--- config.mk ---
export PLATFORM = sky130hd
export DESIGN_NAME = audio_ser_tx
export DESIGN_NICKNAME = d
export VERILOG_FILES = /design/src/rtl/audio_ser_pkg.sv /design/src/rtl/asr_sync.sv /design/src/rtl/asr_clkgen.sv /design/src/rtl/asr_serializer.sv /design/src/rtl/audio_ser_tx.sv
export SDC_FILE = /design/constraint.sdc
export NUM_CORES = 1
export LEC_CHECK = 0
export BUFFER_PORTS_ARGS = -buffer_cell sky130_fd_sc_hd__buf_2
export CAP_MARGIN = 20
export CORE_UTILIZATION = 50
export DETAILED_ROUTE_END_ITERATION = 8
export PLACE_DENSITY_LB_ADDON = 0.3
export SLEW_MARGIN = 20
export SYNTH_ARGS = -nofsm -noshare
export SYNTH_HDL_FRONTEND = slang
export SYNTH_SLANG_ARGS = --single-unit
--- constraint.sdc ---
create_clock -name clk_i -period 2.5 [get_ports clk_i]
set_clock_uncertainty 0.2 [all_clocks]
set_input_delay 0.375 -clock clk_i [delete_from_list [all_inputs] [get_ports clk_i]]
set_output_delay 0.375 -clock clk_i [all_outputs]
set_load 0.01 [all_outputs]
--- src/rtl/audio_ser_pkg.sv ---
package audio_ser_pkg;
  localparam int unsigned SAMPLE_W = 20;
  localparam int unsigned SLOT_W   = 32;
  localparam int unsigned SHORT_W  = 16;

  // encoding is {mode_a, mode_b} as seen on fmt_sel_i
  typedef enum logic [1:0] {
    FMT_LSB20_FALL = 2'b00,
    FMT_MSB20_FALL = 2'b01,
    FMT_MSB20_RISE = 2'b10,
    FMT_MSB16_FALL = 2'b11
  } fmt_e;
endpackage

--- src/rtl/asr_sync.sv ---
module asr_sync #(
  parameter int unsigned W      = 3,
  parameter int unsigned STAGES = 2
) (
  input  logic         clk_i,
  input  logic         rst_ni,
  input  logic [W-1:0] d_i,
  output logic [W-1:0] q_o
);
  logic [STAGES-1:0][W-1:0] stg_q;

  generate
    if (STAGES > 1) begin : g_chain
      always_ff @(posedge clk_i or negedge rst_ni) begin
        if (!rst_ni) stg_q <= '0;
        else         stg_q <= {stg_q[STAGES-2:0], d_i};
      end
    end else begin : g_single
      always_ff @(posedge clk_i or negedge rst_ni) begin
        if (!rst_ni) stg_q <= '0;
        else         stg_q[0] <= d_i;
      end
    end
  endgenerate

  assign q_o = stg_q[STAGES-1];
endmodule

--- src/rtl/asr_clkgen.sv ---
module asr_clkgen #(
  parameter int unsigned SLOT_W   = 32,
  parameter int unsigned BCLK_DIV = 4
) (
  input  logic clk_i,
  input  logic rst_ni,
  input  logic tick_i,
  input  logic pol_i,
  output logic bclk_o,
  output logic lrck_o,
  output logic fsync_o
);
  localparam int unsigned DIV_W = $clog2(BCLK_DIV);
  localparam int unsigned CNT_W = $clog2(2 * SLOT_W * BCLK_DIV);

  logic [CNT_W-1:0] cnt_q;

  always_ff @(posedge clk_i or negedge rst_ni) begin
    if (!rst_ni)     cnt_q <= '0;
    else if (tick_i) cnt_q <= cnt_q + 1'b1;
  end

  // slot MSB flips with the low divider bits at zero: always on a bclk fall
  assign bclk_o  = cnt_q[DIV_W-1];
  assign lrck_o  = cnt_q[CNT_W-1] ^ pol_i;
  assign fsync_o = ~cnt_q[CNT_W-2];
endmodule

--- src/rtl/asr_serializer.sv ---
module asr_serializer
  import audio_ser_pkg::*;
#(
  parameter int unsigned SAMPLE_W = audio_ser_pkg::SAMPLE_W,
  parameter int unsigned SLOT_W   = audio_ser_pkg::SLOT_W,
  parameter int unsigned SHORT_W  = audio_ser_pkg::SHORT_W
) (
  input  logic                clk_i,
  input  logic                rst_ni,
  input  logic                bclk_i,
  input  logic                lrck_i,
  input  logic                fsync_i,
  input  fmt_e                fmt_i,
  input  logic                pol_i,
  input  logic                gate_i,
  input  logic [SAMPLE_W-1:0] hold_l_i,
  input  logic [SAMPLE_W-1:0] hold_r_i,
  output logic                sdata_o
);
  logic                bclk_q, lrck_seen_q, sdata_q;
  logic [SLOT_W-1:0]   sh_q, ld_word;
  logic [SAMPLE_W-1:0] cur_l_q, cur_r_q, sel_sample;
  logic                act_edge, slot_start, is_left, frame_start, nxt_bit;

  function automatic logic [SLOT_W-1:0] build_word(input logic [SAMPLE_W-1:0] s,
                                                   input fmt_e f);
    logic [SLOT_W-1:0] w;
    w = '0;
    for (int i = 0; i < SAMPLE_W; i++) begin
      if (f == FMT_LSB20_FALL)
        w[SLOT_W-1-i] = s[i];
      else if (f != FMT_MSB16_FALL || i < SHORT_W)
        w[SLOT_W-1-i] = s[SAMPLE_W-1-i];
    end
    return w;
  endfunction

  assign act_edge    = (fmt_i == FMT_MSB20_RISE) ? (bclk_i & ~bclk_q) : (~bclk_i & bclk_q);
  assign slot_start  = act_edge && (lrck_i != lrck_seen_q);
  assign is_left     = (lrck_i == pol_i);
  assign frame_start = slot_start && is_left && fsync_i;
  assign sel_sample  = !is_left ? cur_r_q : (frame_start ? hold_l_i : cur_l_q);
  assign ld_word     = build_word(sel_sample, fmt_i);
  assign nxt_bit     = slot_start ? ld_word[SLOT_W-1] : sh_q[SLOT_W-1];

  always_ff @(posedge clk_i or negedge rst_ni) begin
    if (!rst_ni) begin
      bclk_q      <= 1'b0;
      lrck_seen_q <= 1'b0;
      sh_q        <= '0;
      cur_l_q     <= '0;
      cur_r_q     <= '0;
      sdata_q     <= 1'b0;
    end else begin
      bclk_q <= bclk_i;
      if (act_edge) begin
        lrck_seen_q <= lrck_i;
        sh_q        <= slot_start ? {ld_word[SLOT_W-2:0], 1'b0} : {sh_q[SLOT_W-2:0], 1'b0};
      end
      if (frame_start) begin
        cur_l_q <= hold_l_i;
        cur_r_q <= hold_r_i;
      end
      if (gate_i)        sdata_q <= 1'b0;
      else if (act_edge) sdata_q <= nxt_bit;
    end
  end

  assign sdata_o = sdata_q;
endmodule

--- src/rtl/audio_ser_tx.sv ---
module audio_ser_tx
  import audio_ser_pkg::*;
#(
  parameter int unsigned SAMPLE_W    = audio_ser_pkg::SAMPLE_W,
  parameter int unsigned SLOT_W      = audio_ser_pkg::SLOT_W,
  parameter int unsigned SHORT_W     = audio_ser_pkg::SHORT_W,
  parameter int unsigned BCLK_DIV    = 4,
  parameter int unsigned SYNC_STAGES = 2
) (
  input  logic                clk_i,
  input  logic                rst_ni,
  input  logic                sys_en_i,
  input  logic                slave_i,
  input  logic [1:0]          fmt_sel_i,
  input  logic                lr_pol_i,
  input  logic                pwr_dn_i,
  input  logic                cal_i,
  input  logic [SAMPLE_W-1:0] sample_l_i,
  input  logic [SAMPLE_W-1:0] sample_r_i,
  input  logic                sample_vld_i,
  input  logic                bclk_i,
  input  logic                lrck_i,
  input  logic                fsync_i,
  output logic                bclk_o,
  output logic                lrck_o,
  output logic                fsync_o,
  output logic                clk_oe_o,
  output logic                sdata_o
);
  logic                gate, oe_q;
  logic                int_bclk, int_lrck, int_fsync;
  logic [2:0]          ext_s;
  logic                src_bclk, src_lrck, src_fsync;
  logic [SAMPLE_W-1:0] hold_l_q, hold_r_q;

  assign gate = pwr_dn_i | cal_i;

  always_ff @(posedge clk_i or negedge rst_ni) begin
    if (!rst_ni) begin
      oe_q     <= 1'b0;
      hold_l_q <= '0;
      hold_r_q <= '0;
    end else begin
      oe_q <= ~slave_i & ~gate;
      if (sample_vld_i) begin
        hold_l_q <= sample_l_i;
        hold_r_q <= sample_r_i;
      end
    end
  end

  asr_clkgen #(.SLOT_W(SLOT_W), .BCLK_DIV(BCLK_DIV)) u_clkgen (
    .clk_i   (clk_i),
    .rst_ni  (rst_ni),
    .tick_i  (sys_en_i),
    .pol_i   (lr_pol_i),
    .bclk_o  (int_bclk),
    .lrck_o  (int_lrck),
    .fsync_o (int_fsync)
  );

  asr_sync #(.W(3), .STAGES(SYNC_STAGES)) u_sync (
    .clk_i  (clk_i),
    .rst_ni (rst_ni),
    .d_i    ({fsync_i, lrck_i, bclk_i}),
    .q_o    (ext_s)
  );

  assign src_bclk  = oe_q ? int_bclk  : ext_s[0];
  assign src_lrck  = oe_q ? int_lrck  : ext_s[1];
  assign src_fsync = oe_q ? int_fsync : ext_s[2];

  asr_serializer #(.SAMPLE_W(SAMPLE_W), .SLOT_W(SLOT_W), .SHORT_W(SHORT_W)) u_ser (
    .clk_i    (clk_i),
    .rst_ni   (rst_ni),
    .bclk_i   (src_bclk),
    .lrck_i   (src_lrck),
    .fsync_i  (src_fsync),
    .fmt_i    (fmt_e'(fmt_sel_i)),
    .pol_i    (lr_pol_i),
    .gate_i   (gate),
    .hold_l_i (hold_l_q),
    .hold_r_i (hold_r_q),
    .sdata_o  (sdata_o)
  );

  assign bclk_o   = oe_q & int_bclk;
  assign lrck_o   = oe_q & int_lrck;
  assign fsync_o  = oe_q & int_fsync;
  assign clk_oe_o = oe_q;
endmodule

==> run summary <==
The commonest cells after synthesis are sky130_fd_sc_hd__dfrtp_1, sky130_fd_sc_hd__nand2_1, sky130_fd_sc_hd__nor2_1, sky130_fd_sc_hd__mux2_2, sky130_fd_sc_hd__o21ai_0. Yosys mapped the design onto 45 distinct sky130hd cell types. Using the TritonRoute via totals, the vias-per-cell ratio works out to 5.49.

The synthesized design spends more area on one cell type than any other, namely sky130_fd_sc_hd__dfrtp_1. For the worst flop-to-flop path, the logic depth is 8. The total overflow left after global routing is 0. The run gives 0.889 as the final estimated routing congestion in global placement. For this run, the number of Yosys warnings is 0. For the number of global-route vias before repair, the log shows 4405. The tools report the endpoint type of the worst setup path as a register. Slowest library cell on the worst path: sky130_fd_sc_hd__dfrtp_2. The met2 track utilization from global routing is 0.414, and the number of buffers added on ports is 57. Summing every instance area after synthesis gives 5260 um^2. Clock latency on the worst-skew pair, taken at its later pin, is 0.52 ns. From bottom edge to top edge, the die measures 105 um. The data required time at the worst endpoint is 2.70 ns. In this run the critical register-to-register path is launched from clk_oe_o$_DFF_PN0_. The tools report the number of diodes as 0. The final layout contains routed wiring with a total length of 12400 um.

Synthesis-to-layout area growth: 32.8%. The buffer cell driving the clock tree root is sky130_fd_sc_hd__clkbuf_8. Counting every instance in the synthesized netlist gives 528.

The power density over the cells works out to 962 nW/um^2. The worst register-to-register path has a setup slack of 0.06 ns. The CTS buffer count was 17.

The tool flagged a number of max-cap violations equal to 0. The min-delay analysis places its worst path in the category primary input to async pin. Among the stages of the critical path, the cell type that occurs most often is sky130_fd_sc_hd__a31oi_1. The number of antenna violations at the first check in global routing was 0; the share of synthesized registers carrying an async set or reset was 1.00. The kind of critical path is register to register. The flop and latch count out of synthesis was 117; the largest stage delay on the critical path was 0.47 ns. Synthesized area per cell: 9.97 um^2.

The share of the clock period used by the worst path is 0.977, and the static leakage is 0.00314 uW. The total track usage was 0.252; the boundary pin count was 58. The number of DRC violations after detailed-routing iteration 0 came out at 238. Overall die area: 10900 um^2. The largest net degree at the start of global routing is 55, and the TritonCTS sink count is 117. The die is 105 um wide. The final number of hold-violating endpoints is 0, and the wire length of the first global-routing pass is 21300 um. Area share of the largest cell type after synthesis: 0.556. IR analysis of the VDD net gives a maximum drop of 0.000563 V.

The initialized floorplan defines 37 standard-cell rows. The slew at the pin closest to its max-slew limit is 0.500 ns. After layout, the design draws a total of 6720 uW. Yosys attributes the largest share of cell area to sky130_fd_sc_hd__dfrtp_1, sky130_fd_sc_hd__mux2_2, sky130_fd_sc_hd__nand2_1. The half-perimeter wire length after placement was 7930 um. The tools report the initial core utilization as 0.512.

The tools report the core utilization of the finished layout as 0.680. The net count of the finished layout is 702. The flow ran to the end, and the final reports show no timing, DRC or antenna violations. Setup violations remaining at the end of the flow were counted as 0. The count of final max-slew check failures is 0, and the post-detailed-route wirelength per cell is 15.6 um.

The post-detailed-route count of antenna-violating nets is 0. The logs give 0.0530 for the met3 layer usage reported by global route and 2.64 ns for the arrival time reported for the critical path endpoint. The share of post-route cells with drive strength above 1 was 0.271.

After floorplanning, the core was sized to cover 10300 um^2. Counting every net in the synthesized netlist gives 582. Prevailing post-synth register cell: sky130_fd_sc_hd__dfrtp_1. Final routed DRC violation total: 0.

Broken down by cell family, the worst path's largest delay share belongs to compound AO/OA/AOI/OAI gates. After global routing, the most crowded layer is met2. The run gives 0.326 as the met1 track utilization from global routing. The dominant cell by count in the synthesized netlist was sky130_fd_sc_hd__dfrtp_1. The logs give 802 for the fill cell instance count of the final layout and 5 for the first-pass iteration count of the detailed router. The number of vias in the routed layout came out at 4369. The worst setup path is launched from a register. Static timing analysis puts the maximum clock frequency at 409 MHz. The clock passes through at most 2 buffers. Yosys mapped a number of flops with a built-in enable equal to 0.

Clock-pin slew was measured on the worst setup and hold paths at 0.06 ns. Setup repair after global routing could not meet its margin everywhere. The critical path goes through mux2i_2 > or3_4 > a2bb2o_4 > buf_12 > o21ai_0 > a31oi_1 > nand2_1 > a31oi_1. The critical path buffer and inverter count came out at 1. TritonCTS built the clock tree. Worst max-slew margin expressed relative to the limit: 0.667. Sequential cell area fraction in the yosys report: 0.556.

The depth of the CTS H-tree came out at 4. The end of the worst register-to-register path was u_ser.sh_q[27]$_DFFE_PN0P_. Along the worst path, the maximum fanout reaches 17. For the finished layout, the period the worst path requires is 2.44 ns.
-- per-layer routing --
layer | share of wire | vias to the layer above
met4 | 0.018 | 0
met5 | 0 | -
met2 | 0.49 | 130
li1 | - | 2092
met3 | 0.041 | 21
met1 | 0.45 | 2126
-- cell families after synthesis --
family                     count (synthesis)  share of synthesized area
DFF                                      117                      0.556
muxes                                     43                     0.0915
adders and majority gates                  1                    0.00238
buffers and inverters                     46                     0.0364
AOI/OAI and AO/OA                        117                      0.145
xor gates and xnor gates                   9                     0.0150
and+or+nand+nor                          195                      0.154
-- placed cells by master, fill, tap and decap left out, types with 2 or more instances in the layout --
master / instances
sky130_fd_sc_hd__dfrtp_1: 116
sky130_fd_sc_hd__nand2_1: 112
sky130_fd_sc_hd__buf_2: 56
sky130_fd_sc_hd__dlygate4sd3_1: 49
sky130_fd_sc_hd__nor2_1: 44
sky130_fd_sc_hd__mux2_2: 41
sky130_fd_sc_hd__buf_4: 25
sky130_fd_sc_hd__o21ai_0: 24
sky130_fd_sc_hd__nand3_1: 21
sky130_fd_sc_hd__clkbuf_16: 16
sky130_fd_sc_hd__o21ai_1: 15
sky130_fd_sc_hd__a31oi_1: 15
sky130_fd_sc_hd__a21oi_1: 14
sky130_fd_sc_hd__o211ai_1: 12
sky130_fd_sc_hd__inv_1: 11
sky130_fd_sc_hd__o22ai_1: 10
sky130_fd_sc_hd__xor2_1: 5
sky130_fd_sc_hd__clkinvlp_4: 5
sky130_fd_sc_hd__buf_12: 5
sky130_fd_sc_hd__xnor2_1: 4
sky130_fd_sc_hd__inv_6: 4
sky130_fd_sc_hd__or2_2: 3
sky130_fd_sc_hd__nor3_1: 3
sky130_fd_sc_hd__nand4_1: 3
sky130_fd_sc_hd__a31oi_2: 3
sky130_fd_sc_hd__o221ai_1: 3
sky130_fd_sc_hd__o32a_1: 2
sky130_fd_sc_hd__o32ai_2: 2
sky130_fd_sc_hd__and2_1: 2
sky130_fd_sc_hd__a221oi_1: 2
sky130_fd_sc_hd__o22ai_2: 2
sky130_fd_sc_hd__o21a_1: 2
sky130_fd_sc_hd__o31a_1: 2
sky130_fd_sc_hd__clkinv_4: 2
sky130_fd_sc_hd__clkinv_2: 2
-- report_power, final --
| group | internal (uW) | switching, uW | total (uW) |
|---|---|---|---|
| sequential | 2480 | 380 | 2860 |
| combinational | 763 | 897 | 1660 |
| clock | 1320 | 882 | 2200 |
| total | 4560 | 2160 | 6720 |
-- per-stage QoR --
step	instances	instance area, um^2	setup WS (ns)	hold slack (ns)	TNS (ns)
floorplan	528	5270	0.0235	-0.121	0
global placement	713	5840	0.0455	0.0188	0
detailed placement	713	5840	-0.0788	0.0191	-0.573
CTS	793	6890	0.0395	0.00901	0
global route	796	6990	-0.0851	0.0236	-0.131
finish	796	6990	0.0572	0.0286	0
-- worst max path at each step --
stage	start	to	slack, ns	cells after the start
6_report	clk_oe_o$_DFF_PN0_	u_ser.sh_q[27]$_DFFE_PN0P_	0.06	8
5_1_grt	u_clkgen.cnt_q[7]$_DFFE_PN0P_	u_ser.sh_q[27]$_DFFE_PN0P_	-0.09	9
4_1_cts	clk_oe_o$_DFF_PN0_	u_ser.sh_q[23]$_DFFE_PN0P_	0.04	8
3_5_place_dp	clk_oe_o$_DFF_PN0_	u_ser.sh_q[23]$_DFFE_PN0P_	-0.08	8
3_3_place_gp	fmt_sel_i[0]	u_ser.sh_q[23]$_DFFE_PN0P_	0.05	9
2_1_floorplan	fmt_sel_i[0]	u_ser.sh_q[13]$_DFFE_PN0P_	0.02	9
-- layout make-up --
cell class	instances	area (um^2)	share of cell area
Clock buffer	17	414	0.0593
Sequential cell	117	2930	0.419
Clock inverter	14	130	0.0186
Inverter	11	41.3	0.00591
Timing Repair Buffer	136	1070	0.153
Tap cell	136	170	0.0244
Multi-Input combinational cell	365	2230	0.320
-- flip-flops by register name (all words and copies together) (netlist names) --
| name | cells |
|---|---|
| u_ser.sh_q | 19 |
| u_ser.cur_r_q | 20 |
| hold_r_q | 20 |
| u_clkgen.cnt_q | 8 |
| u_sync.stg_q | 3 |
| u_ser.cur_l_q | 20 |
| u_ser.lrck_seen_q | 1 |
| u_ser.bclk_q | 1 |
| u_ser.sdata_o | 1 |
| hold_l_q | 20 |
| u_sync.q_o | 3 |
| clk_oe_o | 1 |
-- what timing repair did --
action	4_1_cts	5_1_grt
setup endpoints to repair	19	19
hold buffers	49	0
setup buffers	0	3
endpoints found under the hold margin	167	0
pin swaps	0	7
resized for setup	3	23
No activity file was read; power rests on OpenSTA's default activity.
